**src/rtl/pp_crc_pkg.sv**
```systemverilog
package pp_crc_pkg;

  localparam int unsigned BYTE_W = 8;
  localparam int unsigned CRC_W  = 16;

  // Fold one byte into the CRC, most significant bit first, no reflection.
  function automatic logic [CRC_W-1:0] crc_fold_byte(
    input logic [CRC_W-1:0]  cur,
    input logic [BYTE_W-1:0] din,
    input logic [CRC_W-1:0]  poly
  );
    logic [CRC_W-1:0] r;
    logic             fb;
    r = cur;
    for (int i = BYTE_W - 1; i >= 0; i--) begin
      fb = r[CRC_W-1] ^ din[i];
      r  = {r[CRC_W-2:0], 1'b0};
      if (fb) begin
        r = r ^ poly;
      end
    end
    return r;
  endfunction

endpackage

```
**src/rtl/pp_verdict.sv**
```systemverilog
module pp_verdict
  import pp_crc_pkg::*;
(
  input  logic              clk,
  input  logic              rst_n,
  input  logic              start_i,
  input  logic              cap_lo_i,
  input  logic              cap_hi_i,
  input  logic [BYTE_W-1:0] byte_i,
  input  logic [CRC_W-1:0]  crc_i,
  output logic              done_o,
  output logic              pass_o
);

  logic [BYTE_W-1:0] lo_q;
  logic              done_q;
  logic              done_d;
  logic              pass_q;
  logic              pass_d;
  logic              pass_en;
  logic [CRC_W-1:0]  stored;

  always_comb begin
    stored  = {byte_i, lo_q};
    done_d  = cap_hi_i;
    pass_en = start_i | cap_hi_i;
    pass_d  = start_i ? 1'b0 : (crc_i == stored);
  end

  always_ff @(posedge clk or negedge rst_n) begin
    if (!rst_n) begin
      lo_q <= '0;
    end else if (cap_lo_i) begin
      lo_q <= byte_i;
    end
  end

  always_ff @(posedge clk or negedge rst_n) begin
    if (!rst_n) begin
      done_q <= 1'b0;
      pass_q <= 1'b0;
    end else begin
      done_q <= done_d;
      if (pass_en) begin
        pass_q <= pass_d;
      end
    end
  end

  assign done_o = done_q;
  assign pass_o = pass_q;

  // done never lasts two cycles
  p_done_single_r6: assert property (@(posedge clk) disable iff (!rst_n)
    done_q |=> !done_q);

  // start clears the verdict
  p_start_clears_pass_r10: assert property (@(posedge clk) disable iff (!rst_n)
    start_i |=> !pass_q);

  // verdict only moves on completion or start
  p_pass_holds_r10: assert property (@(posedge clk) disable iff (!rst_n)
    (!start_i && !cap_hi_i) |=> $stable(pass_q));

endmodule

```
**config.mk**
```make
export PLATFORM = sky130hd
export DESIGN_NAME = pp_verdict
export DESIGN_NICKNAME = d
export VERILOG_FILES = /design/src/rtl/pp_crc_pkg.sv /design/src/rtl/pp_verdict.sv
export SDC_FILE = /design/constraint.sdc
export NUM_CORES = 1
export LEC_CHECK = 0
export BUFFER_PORTS_ARGS = -buffer_cell sky130_fd_sc_hd__buf_2
export CAP_MARGIN = 5
export CORE_ASPECT_RATIO = 1.1
export CORE_MARGIN = 1.5
export CORE_UTILIZATION = 31
export CTS_BUF_LIST = sky130_fd_sc_hd__clkbuf_8 sky130_fd_sc_hd__clkbuf_16
export DETAILED_ROUTE_END_ITERATION = 10
export PLACE_DENSITY = 0.7
export REMOVE_ABC_BUFFERS = 1
export SLEW_MARGIN = 30
export SYNTH_ARGS = -nofsm -noshare
export SYNTH_HDL_FRONTEND = slang
export SYNTH_SLANG_ARGS = --single-unit
```
**constraint.sdc**
```tcl
create_clock -name clk -period 1.3 [get_ports clk]
set_input_delay 0.195 -clock clk [delete_from_list [all_inputs] [get_ports clk]]
set_output_delay 0.195 -clock clk [all_outputs]
set_load 0.005 [all_outputs]
```
==> metrics.txt <==
outcome complete, no violations; DIE HEIGHT 46.6 um; WHS Endpoint done_o; Final Hold Viols 0; CTS tree yes; die width 42.6 um; buffer depth of the longest clock path 2; Top Family by Delay on Critical Path simple AND/OR/NAND/NOR gates; layout cells sized above 1 53.8%; CTS resizes 0; slew margin rel. 80.9%; clock root cell clkbuf_8; RSZ-0062 raised after global routing no; initial antenna violation count 0; crit share post-route 88.7%; post-synthesis cell type count 12; HP Start cap_hi_i; # H-tree levels 1; clock sinks 10; Final Net Count 108; Yosys top cell area share 46.7%; Max VDD drop 0.654 mV; hold path depth 1; GRT Util Overall 12.2%; number of global-route vias before repair 452; flops & latches, synth 10; worst stage delay on the critical path 0.38 ns; Starting Density 33.6%; fin. max-slew vios 0; slowest cell on the critical path dfrtp_1; drt first-iter violations 7; Placeable Area 1600 sq um; Worst Setup End Kind flop; R2R Setup Slk 0.15 ns; Die Area 1990 sq um; FP Rows 15; Synth Cell Area 536 sq um; Crit path arrival time 1.31 ns; Final Worst Setup Slack 0.147 ns; Bufs and invs on worst path 0; Final GP Congestion 0.755; vias per std cell 4.73; Finished Layout Cells 95; global-route wire length before repair 1820 um; clock latency on the worst-skew pair 0.23 ns; Residual DRC 0; setup violators final 0; drt pass-1 iters 2; Synth area leader dfrtp_1; grt ovf 0; Static Leak 0.000376 uW; PortBufs 30; CP Launch Type flop; final WL 1080 um; Num CTS Buffers 3; total of warnings raised by yosys 0; cells after synthesis 44; cells on worst reg2reg path 4; Peak Freq 868 MHz; Post-Place Cells 90; worst min-delay path class in -> reg; r2r endpoint pass_o; critical path class reg -> reg; antenna cells 0; pre-CTS setup slack 0.152 ns; number of I/O pins 31; synth top area cells dfrtp_1 47%, xor2_1 25%, mux2_2 17%, nor4_1 3.5%, nand4b_1 1.6%; P&R area growth vs syn 43.2%; Reg clk slew, reported paths 0.05 ns; worst slew pin tran 0.283 ns; Max-cap violations 0; syn_area_per_cell 12.2 sq um; routed length per instance 11.4 um; RR Startpoint lo_q[1]; Routed Antenna Nets 0; crit-path max FO 2; CP Data Required Time 1.46 ns; Seq/Total Area, Yosys 46.7%; cell breakdown of the critical path xor2_1 -> nor4_1 -> nand4b_1 -> o21ai_1; commonest non-fill, non-tap cell in the layout buf_2; final setup TNS 0 ns; worst clock skew 0.00278 ns; P per Cell Area 1150 nW/um^2; most frequent cells in the layout 30 x buf_2, 15 x xor2_1, 10 x dfrtp_1, 8 x mux2_2, 4 x clkbuf_8; largest net degree at the start of global routing 11; via count 449; fin crit period 1.15 ns
==> power breakdown <==
| group | internal (uW) | switching (uW) |
|---|---|---|
| Clock | 266 | 118 |
| Combinational | 84.9 | 60.1 |
| Sequential | 339 | 16.5 |
| Total | 690 | 194 |
==> kinds of logic after synthesis <==
family,Yosys count,synth area share (%)
xor gates and xnor gates,16,26.2
buffers and inverters,1,0.934
and+or+nand+nor,8,8.41
DFF,10,46.7
AOI/OAI and AO/OA,1,0.934
muxes,8,16.8
==> worst max path at each step <==
| stage | start | end | slack, ns | cells after the start |
|---|---|---|---|---|
| 5_1_grt | lo_q[7] | pass_o | 0.04 | 4 |
| 4_1_cts | lo_q[0] | pass_o | 0.13 | 4 |
| 6_report | lo_q[1] | pass_o | 0.15 | 4 |
| 3_3_place_gp | lo_q[0] | pass_o | 0.19 | 4 |
| 2_1_floorplan | lo_q[0] | pass_o | 0.26 | 4 |
| 3_5_place_dp | lo_q[0] | pass_o | 0.15 | 4 |
==> repair_timing <==
action | in CTS | in global routing
buffers inserted | 0 | 0
hold buffers | 1 | 0
hold endpoints to repair | 10 | 0
==> routing by layer <==
metal | global-route usage (%) | vias up | share of wire [%]
met4 | 3.75 | 0 | 0
met3 | 1.18 | 0 | 3.7
met1 | 14.9 | 218 | 41
met2 | 22.7 | 12 | 55
li1 | - | 219 | -
met5 | 0 | - | 0
==> per-stage QoR <==
stage	cell area [sq um]	utilization, %	power, uW	hold slack (ns)
2_1_floorplan	531	-	429	-0.101
3_3_place_gp	702	44.0	502	0.0685
3_5_place_dp	702	44.0	505	0.0685
4_1_cts	767	48.1	901	0.0975
5_1_grt	767	48.1	932	0.101
6_report	767	48.1	884	0.106
==> worst reg2reg max path, cell delays in order (launching register included) <==
cell,delay [ns]
dfrtp_1,0.38
xor2_1,0.17
nor4_1,0.26
nand4b_1,0.13
o21ai_1,0.14
==> sequential cells by signal, indices dropped and copies added (netlist names) <==
signal	flops
done_o	1
lo_q	8
pass_o	1
==> cell usage after synthesis <==
cell,n
nor4_1,3
nand4b_1,1
xnor2_1,1
nand3_1,1
nor2_1,1
dfrtp_1,10
o21ai_1,1
nand2_1,1
mux2_2,8
nor3_1,1
xor2_1,15
buf_2,1
==> layout make-up <==
type / instances / area [sq um]
Timing Repair Buffer: 31 / 160
Multi-Input combinational cell: 33 / 280
Fill cell: 148 / 828
Clock buffer: 4 / 55.1
Sequential cell: 10 / 250
Tap cell: 17 / 21.3
Note: power is estimated with default switching activity, not from simulation.
